### src/rtl/txq_pkg.sv
`timescale 1ns/1ps
package txq_pkg;
  typedef enum logic [1:0] {ST_IDLE, ST_DECIDE, ST_CHOSEN, ST_SEND} txqState_e;
  typedef struct packed {
    logic push;
    logic pop;
    logic clear;
  } txqStrobe_t;
endpackage

### src/rtl/txq_store.sv
`timescale 1ns/1ps
module txq_store
  import txq_pkg::*;
#(
  parameter int DATA_W = 8,
  parameter int CNT_W  = 6
) (
  input  logic              clk,
  input  logic              rstN,
  input  txqStrobe_t        strb,
  input  logic [DATA_W-1:0] pushData,
  output logic [CNT_W-1:0]  count,
  output logic [DATA_W-1:0] headData
);
  localparam int SLOTS = 1 << CNT_W;

  logic [DATA_W-1:0] slotMem [SLOTS];
  logic [CNT_W-1:0]  wrPtr, rdPtr;

  always_ff @(posedge clk) begin
    if (strb.push) slotMem[wrPtr] <= pushData;
  end

  always_ff @(posedge clk or negedge rstN) begin
    if (!rstN) begin
      wrPtr <= '0;
      rdPtr <= '0;
      count <= '0;
    end else if (strb.clear) begin
      wrPtr <= '0;
      rdPtr <= '0;
      count <= '0;
    end else begin
      if (strb.push) wrPtr <= wrPtr + 1'b1;
      if (strb.pop)  rdPtr <= rdPtr + 1'b1;
      if (strb.push && !strb.pop)      count <= count + 1'b1;
      else if (strb.pop && !strb.push) count <= count - 1'b1;
    end
  end

  assign headData = slotMem[rdPtr];


  clear_empties_chk: assert property (@(posedge clk) disable iff (!rstN)
    strb.clear |=> count == '0);

  pop_dec_chk: assert property (@(posedge clk) disable iff (!rstN)
    (strb.pop && !strb.push && !strb.clear) |=> count == $past(count) - 1'b1);

  no_overflow_chk: assert property (@(posedge clk) disable iff (!rstN)
    (strb.push && !strb.pop) |-> count != '1);
endmodule

### src/rtl/txq_ctrl.sv
`timescale 1ns/1ps
module txq_ctrl
  import txq_pkg::*;
#(
  parameter int CNT_W       = 6,
  parameter int DECIDE_CYC  = 2,
  parameter int DISABLE_DLY = 2
) (
  input  logic             clk,
  input  logic             rstN,
  input  logic             cfgEnable,
  input  logic [2:0]       cfgDepth,
  input  logic             cfgIrqEvery,
  input  logic             irqClear,
  input  logic             pushValid,
  input  logic             evBusIdle,
  input  logic             evSof,
  input  logic             evCrcDelim,
  input  logic             evDone,
  input  logic             evError,
  input  logic             evArbLost,
  input  logic [CNT_W-1:0] count,
  output txqStrobe_t       strb,
  output logic             txReq,
  output logic             txSending,
  output logic             decideActive,
  output logic             txIrqFlag
);
  localparam int CNT_MAX = (1 << CNT_W) - 1;
  localparam int DEC_W   = $clog2(DECIDE_CYC + 1);
  localparam int DLY_W   = $clog2(DISABLE_DLY + 1);

  function automatic logic [CNT_W-1:0] depthCap(input logic [2:0] code);
    int raw;
    case (code)
      3'd0:    raw = 0;
      3'd1:    raw = 4;
      3'd2:    raw = 8;
      3'd3:    raw = 16;
      3'd4:    raw = 32;
      3'd5:    raw = 48;
      3'd6:    raw = 64;
      default: raw = 128;
    endcase
    if (raw > CNT_MAX) raw = CNT_MAX;
    return CNT_W'(raw);
  endfunction

  txqState_e        state, stateNext;
  logic [DEC_W-1:0] decCnt;
  logic [DLY_W-1:0] dlyCnt;
  logic             enPrev, disPending;
  logic             canSend, enFall, startDec, decLast, abortEv, clearNow;

  assign canSend  = cfgEnable && (cfgDepth != 3'd0) && (count != '0) && !disPending;
  assign enFall   = enPrev && !cfgEnable;
  assign startDec = (state == ST_IDLE) && canSend && (evBusIdle || evCrcDelim);
  assign decLast  = (decCnt == DEC_W'(DECIDE_CYC - 1));
  assign abortEv  = evError || evArbLost;
  assign clearNow = (state == ST_IDLE) &&
                    ((enFall && !disPending) ||
                     (disPending && dlyCnt == DLY_W'(DISABLE_DLY - 1)));

  always_comb begin
    stateNext = state;
    case (state)
      ST_IDLE:   if (startDec) stateNext = ST_DECIDE;
      ST_DECIDE: if (decLast) stateNext = canSend ? ST_CHOSEN : ST_IDLE;
      ST_CHOSEN: if (abortEv) stateNext = ST_IDLE;
                 else if (evSof) stateNext = ST_SEND;
      ST_SEND:   if (evDone || abortEv) stateNext = ST_IDLE;
      default:   stateNext = ST_IDLE;
    endcase
  end

  always_comb begin
    strb.clear = clearNow;
    strb.pop   = (state == ST_SEND) && evDone;
    strb.push  = pushValid && cfgEnable && !disPending && !clearNow &&
                 (count < depthCap(cfgDepth));
  end

  always_ff @(posedge clk or negedge rstN) begin
    if (!rstN) begin
      state      <= ST_IDLE;
      decCnt     <= '0;
      dlyCnt     <= '0;
      enPrev     <= 1'b0;
      disPending <= 1'b0;
      txIrqFlag  <= 1'b0;
    end else begin
      state  <= stateNext;
      enPrev <= cfgEnable;
      decCnt <= (state == ST_DECIDE && !decLast) ? decCnt + 1'b1 : '0;
      if (clearNow)                        disPending <= 1'b0;
      else if (enFall && state != ST_IDLE) disPending <= 1'b1;
      dlyCnt <= (disPending && state == ST_IDLE && !clearNow) ? dlyCnt + 1'b1 : '0;
      if (strb.pop && cfgIrqEvery) txIrqFlag <= 1'b1;
      else if (irqClear)           txIrqFlag <= 1'b0;
    end
  end

  assign txReq        = (state == ST_CHOSEN);
  assign txSending    = (state == ST_SEND);
  assign decideActive = (state == ST_DECIDE);


  dec_gate_chk: assert property (@(posedge clk) disable iff (!rstN)
    $rose(decideActive) |-> $past(cfgEnable && cfgDepth != 3'd0 && count != '0));

  send_hold_chk: assert property (@(posedge clk) disable iff (!rstN)
    (txSending && !evDone && !abortEv) |=> txSending);

  chosen_hold_chk: assert property (@(posedge clk) disable iff (!rstN)
    (txReq && !evSof && !abortEv) |=> txReq);

  irq_set_chk: assert property (@(posedge clk) disable iff (!rstN)
    $rose(txIrqFlag) |-> $past(txSending && evDone && cfgIrqEvery));

  defer_keep_chk: assert property (@(posedge clk) disable iff (!rstN)
    (disPending && (decideActive || txReq)) |=> count == $past(count));
endmodule

### src/rtl/txq_abort_top.sv
`timescale 1ns/1ps
module txq_abort_top
  import txq_pkg::*;
#(
  parameter int DATA_W      = 8,
  parameter int CNT_W       = 6,
  parameter int DECIDE_CYC  = 2,
  parameter int DISABLE_DLY = 2
) (
  input  logic              clk,
  input  logic              rstN,
  input  logic              cfgEnable,
  input  logic [2:0]        cfgDepth,
  input  logic              cfgIrqEvery,
  input  logic              irqClear,
  input  logic              pushValid,
  input  logic [DATA_W-1:0] pushData,
  input  logic              evBusIdle,
  input  logic              evSof,
  input  logic              evCrcDelim,
  input  logic              evDone,
  input  logic              evError,
  input  logic              evArbLost,
  output logic              txReq,
  output logic              txSending,
  output logic              decideActive,
  output logic [DATA_W-1:0] txData,
  output logic [CNT_W-1:0]  msgCount,
  output logic              emptyFlag,
  output logic              txIrqFlag
);
  txqStrobe_t strb;

  txq_ctrl #(.CNT_W(CNT_W), .DECIDE_CYC(DECIDE_CYC), .DISABLE_DLY(DISABLE_DLY)) uCtrl (
    .clk(clk), .rstN(rstN), .cfgEnable(cfgEnable), .cfgDepth(cfgDepth),
    .cfgIrqEvery(cfgIrqEvery), .irqClear(irqClear), .pushValid(pushValid),
    .evBusIdle(evBusIdle), .evSof(evSof), .evCrcDelim(evCrcDelim), .evDone(evDone),
    .evError(evError), .evArbLost(evArbLost), .count(msgCount), .strb(strb),
    .txReq(txReq), .txSending(txSending), .decideActive(decideActive),
    .txIrqFlag(txIrqFlag)
  );

  txq_store #(.DATA_W(DATA_W), .CNT_W(CNT_W)) uStore (
    .clk(clk), .rstN(rstN), .strb(strb), .pushData(pushData),
    .count(msgCount), .headData(txData)
  );

  assign emptyFlag = (msgCount == '0);
endmodule

### config.mk
export PLATFORM = sky130hd
export DESIGN_NAME = txq_abort_top
export DESIGN_NICKNAME = d
export VERILOG_FILES = /design/src/rtl/txq_pkg.sv /design/src/rtl/txq_store.sv /design/src/rtl/txq_ctrl.sv /design/src/rtl/txq_abort_top.sv
export SDC_FILE = /design/constraint.sdc
export NUM_CORES = 1
export LEC_CHECK = 0
export BUFFER_PORTS_ARGS = -buffer_cell sky130_fd_sc_hd__buf_2
export CORE_MARGIN = 3
export CORE_UTILIZATION = 65
export DETAILED_ROUTE_END_ITERATION = 10
export GPL_TIMING_DRIVEN = 0
export HOLD_SLACK_MARGIN = 0.15
export PLACE_DENSITY = 0.82
export REMOVE_ABC_BUFFERS = 1
export SKIP_CTS_REPAIR_TIMING = 1
export SLEW_MARGIN = 30
export SYNTH_ARGS = -nofsm -noshare
export SYNTH_HDL_FRONTEND = slang
export SYNTH_SLANG_ARGS = --single-unit
### constraint.sdc
create_clock -name clk -period 4.9 [get_ports clk]
set_clock_uncertainty 0.05 [all_clocks]
set_input_delay 0 -clock clk [delete_from_list [all_inputs] [get_ports clk]]
set_output_delay 0 -clock clk [all_outputs]
set_load 0.02 [all_outputs]
# == Yosys cells after proc, flatten, opt, wreduce, memory -nomap -nowiden ==
# Memories as Yosys holds them, arrays and structs flattened.
# Index checks and enable logic that the tools add are counted.
# op_classes
add_sub_neg,6
order_cmp,2
eq_ne,15
mux,24
n_reduce_logical,43
# ops
op,n
$pmux W8 S7,1
$mux W6,8
$logic_and A1 B1 Y1,21
$add A6 B1 Y6 const B,3
$mux W2,8
$reduce_bool A2 Y1,5
$eq A3 B3 Y1 const B,3
$gt A8 B6 Y1 const B,1
$pmux W2 S4,1
$eq A2 B1 Y1 const B,3
$eq A3 B2 Y1 const B,2
$logic_not A1 Y1,6
$logic_not A6 Y1,1
$lt A6 B6 Y1,1
$mux W1,6
$ne A2 B1 Y1 const B,3
$reduce_bool A3 Y1,2
$reduce_bool A6 Y1,1
$sub A6 B1 Y6 const B,1
$add A2 B1 Y2 const B,2
$eq A2 B2 Y1 const B,2
$logic_or A1 B1 Y1,4
$reduce_and A4 Y1,1
$eq A3 B1 Y1 const B,1
other kinds (3),3
# totals
register_bits,27
ram_bits,512
in_bits,23
elab_cells,100
mem_count,1
# mem_list
name,depth,word_bits,read_ports,rd_ports_with_merged_regs,wr,line,source
uStore.slotMem,64,8,1,0,1,txq_store.sv:17,logic [DATA_W-1:0] slotMem [SLOTS];

# == Logic depth before layout (Yosys ltp) ==
# logic_depth
depth_word,13
mapped_depth,15

# == By module ==
# A second synthesis with hierarchy kept.
# hier_totals
hier_cells,1125
hier_area_um2,21598.2
# modules_own_cells
mod,n_inst,cells_each,area_each_um2,seq_area_each_um2
txq_store,1,1053,20953.8,15825.2
txq_ctrl,1,70,626.9,225.2
txq_abort_top,1,2,17.5,0.0

# == Worst setup path after synthesis ==
# Ideal clock, no wire load.
# synth_timing
path_type,flip-flop to flip-flop
startpoint,reg uStore.count[5]
endpoint,reg uStore.count[5]
setup_time_ps,71
arrival_time_ps,3087
required_time_ps,4779
setup_slack_ps,1692
path_stages_with_launch,12
n_path_buf,1
cell_sequence,dfrtp_1 -> ha_1 -> a2111o_1 -> a21oi_1 -> buf_2 -> nand2_1 -> ha_1 -> a211oi_1 -> o21bai_1 -> a21o_1 -> or4_1 -> nand4_1
# synth_between
elab_chain_len,5
elab_cells_between_ends,11
cone_classes,2 x add/sub; 1 x order compare; 3 x mux; 5 x reduce/logical
# synth_lines
element,line,source
"start, declared",txq_store.sv:12,"output logic [CNT_W-1:0] count,"
"start signal, assigned",txq_store.sv:36,if (strb.push && !strb.pop) count <= count + 1'b1;
"start signal, assigned",txq_store.sv:37,else if (strb.pop && !strb.push) count <= count - 1'b1;
$lt A6 B6 Y1,txq_ctrl.sv:80,(count < depthCap(cfgDepth));
$logic_and A1 B1 Y1,txq_ctrl.sv:79,strb.push = pushValid && cfgEnable && !disPending && !clearNow &&
$logic_and A1 B1 Y1 / $logic_not A1 Y1 (equally long branches),"txq_store.sv:36, txq_store.sv:37",
$mux W6 / $logic_and A1 B1 Y1 (equally long branches),"txq_store.sv:36, txq_store.sv:37",
$mux W6 / $reduce_bool A3 Y1 (equally long branches),--,
# Parallel ways exist; a longest one is shown, timed or not. The select of a mux whose other input is x is not followed.
# A chain may end at the register's enable or synchronous reset.

# == Final worst setup path ==
# layout_timing
startpoint,reg uStore.rdPtr[0]
endpoint,out txData[3]
# layout_between
elab_chain_len,1
# layout_lines
element,line,source
"start, declared",txq_store.sv:18,"logic [CNT_W-1:0] wrPtr, rdPtr;"
"start signal, assigned",txq_store.sv:35,if (strb.pop) rdPtr <= rdPtr + 1'b1;
$mem_v2 Z64 W8,--,
"end, declared",txq_abort_top.sv:27,"output logic [DATA_W-1:0] txData,"
# No other way between the ends.

==> out/qor.csv <==
metric,value,unit
outcome,completed,
switch share,23.6,%
1st-pass router iterations,5,
R2R depth,6,
Worst Path Arrival,4400,ps
number of max-cap violations,0,
"FF+latch count, synth",539,
"worst slack, placed",669,ps
number of nets with antenna violations after routing,0,
Max Slew Vio Count,0,
total track usage,28.1,%
WL final,49.3,mm
Int Pwr,7.95,mW
"most common cell after layout, fill and taps aside",edfxtp_1,
peak supply drop,0.370,mV
RSZ-0062 raised after global routing,no,
"Reg clk slew, reported paths",60,ps
Synth Flop Type,edfxtp_1,
GPL Wtd Cong,0.814,
die area,0.0354,mm^2
CTS tree,done,
final setup margin,452,ps
most frequent cells in the layout,"edfxtp_1, mux4_2, nor2_1",
Final Hold Fails,0,
Post-Syn Area,0.0216,mm^2
initial antenna violation count,0,
clk_lat worst skew,570,ps
hold crit path type,primary input to flop,
Core ar.,0.0326,mm^2
Initial Util,66.2,%
startpoint types,flop,
Via density,7.03,
Power Density,432,mW/mm^2
CTS sink cnt,539,
die width,188,um
synthesized instance count,1097,
crit path time final,4450,ps
via count,11500,
CP Data Required Time,4850,ps
cell area after placement,0.0222,mm^2
Total Power,10.4,mW
Reg power frac,50.2,%
clk buf depth,3,
slew of the pin with the lowest slew margin,1060,ps
height of the chip,188,um
Max H-tree Level,2,
IO Port Bufs,41,
largest net degree at the start of global routing,65,
"FFs w/ async S/R, synth",5.01,%
Root Driver,clkbuf_16,
switching power total,2.45,mW
Max Fclk,0.225,GHz
HPWL after DPL,27.2,mm
vias in the first global route,11300,
global-route wire length before repair,73.3,mm
"EDFF count, synth",512,
leakage power total,7.54,nW
Final Cycle Share,90.8,%
slew margin rel.,29.0,%
IO Count,42,
area grow syn2layout,11.7,%
Final setup viols,0,
clock network fraction of total power,37.7,%
Num CTS Buffers,51,
Placed Cells,1524,
Cells on Worst Hold Path,4,
power share of the combinational group,12.1,%
DRC viols,0,
Synthesis Warnings,0,
Setup CP Type,flop to output pin,
CP Capture Type,output pin,
final hold slack,146,ps
gr ovfl total,0,
ant diodes,0,
FP Rows,66,
sequential share of the synthesized area,74.4,%
CP max FO,32,
WL/cell,30.0,um
syn avg cell area,19.7,um^2
share of post-route cells with drive strength above 1,21.1,%
post-synthesis cell type count,60,
final net count,1195,
final instance area,0.0241,mm^2
DRT iter0 DRCs,1460,
final cell count without fillers,1642,
==> worst paths after layout <==
kind	from	to	slack, ps
setup / recovery	uStore.rdPtr[0]	txData[3]	450
hold / removal	cfgIrqEvery	uCtrl.txIrqFlag	150
setup reg to reg	uStore.count[1]	uStore.slotMem[37][4]	500
hold reg to reg	uCtrl.dlyCnt[0]	uCtrl.dlyCnt[0]	400
max in group asynchronous	rstN	uStore.rdPtr[2]	4200
min in group asynchronous	rstN	uStore.rdPtr[0]	410
==> stage by stage <==
step                      util (%)  setup TNS (ps)
after floorplan                  -          -22910
after global placement        67.3          -55730
after detailed placement      68.0               0
after CTS                     73.2               0
after global routing          73.9               0
final                         73.9               0
==> state kept, by name (all words and copies together) (netlist names) <==
register          count
uCtrl.decCnt          2
uCtrl.disPending      1
uCtrl.dlyCnt          2
uCtrl.enPrev          1
uCtrl.state           2
uCtrl.txIrqFlag       1
uStore.count          6
uStore.rdPtr          6
uStore.slotMem      512
uStore.wrPtr          6
==> area by class of cell <==
class / instances / area [um^2]
fill: 1761 / 8520
sequential: 539 / 16100
inverter: 15 / 56.3
clock buffer: 56 / 1320
timing repair buffer: 73 / 654
clock inverter: 39 / 352
tap: 442 / 553
multi-input combinational: 478 / 5110
==> cell families after synthesis <==
| family | after synthesis | share of synthesized area, % |
|---|---|---|
| and+or+nand+nor | 172 | 3.70 |
| adders and majority gates | 14 | 0.846 |
| xor gates and xnor gates | 7 | 0.284 |
| buffers and inverters | 80 | 2.13 |
| AOI/OAI and AO/OA | 122 | 4.29 |
| DFF | 539 | 74.4 |
| muxes | 163 | 14.4 |
==> layer usage <==
metal,vias to the layer above,GRT usage (%),wire [um]
li1,4639,-,-
met1,5965,40.0,18000
met2,800,45.0,24700
met3,132,5.21,4770
met4,0,10.4,1890
met5,-,0,0
==> power groups by stage <==
stage	registers [mW]	logic [mW]	clock network, mW
6_report	5.22	1.26	3.92
5_1_grt	5.24	1.35	4.11
4_1_cts	5.22	1.24	3.94
3_5_place_dp	5.32	1.22	0
3_3_place_gp	5.44	1.16	0
2_1_floorplan	5.41	0.820	0
==> synthesized netlist by cell type, drive strengths merged (5+ instances only) <==
| cell | instances | area share [%] |
|---|---|---|
| nand3b | 5 | 0.17 |
| inv | 13 | 0.23 |
| a21o | 9 | 0.31 |
| mux2i | 44 | 2.1 |
| nor2 | 88 | 1.5 |
| a21oi | 13 | 0.30 |
| mux4 | 114 | 12 |
| nand3 | 11 | 0.26 |
| o22ai | 11 | 0.32 |
| edfxtp | 512 | 71 |
| o21ai | 8 | 0.19 |
| dfrtp | 27 | 3.1 |
| nand2 | 21 | 0.37 |
| a22o | 5 | 0.20 |
| o221ai | 9 | 0.37 |
| a2111oi | 7 | 0.37 |
| ha | 13 | 0.75 |
| clkbuf | 23 | 0.47 |
| buf | 39 | 1.3 |
| mux2 | 5 | 0.26 |
| a221oi | 11 | 0.45 |
| nor2b | 7 | 0.20 |
| nor3 | 11 | 0.26 |
| a211oi | 7 | 0.24 |
| a22oi | 22 | 0.77 |
==> worst max-delay path, stage by stage (launching register included) <==
cell and delay, ps:
dfrtp_4 800, buf_12 290, buf_12 230, buf_12 240, buf_16 270, mux4_2 560, a22o_1 250, a2111oi_2 550
a31oi_1 130, a21o_1 290, buf_2 170
No activity file was read; power rests on OpenSTA's default activity.
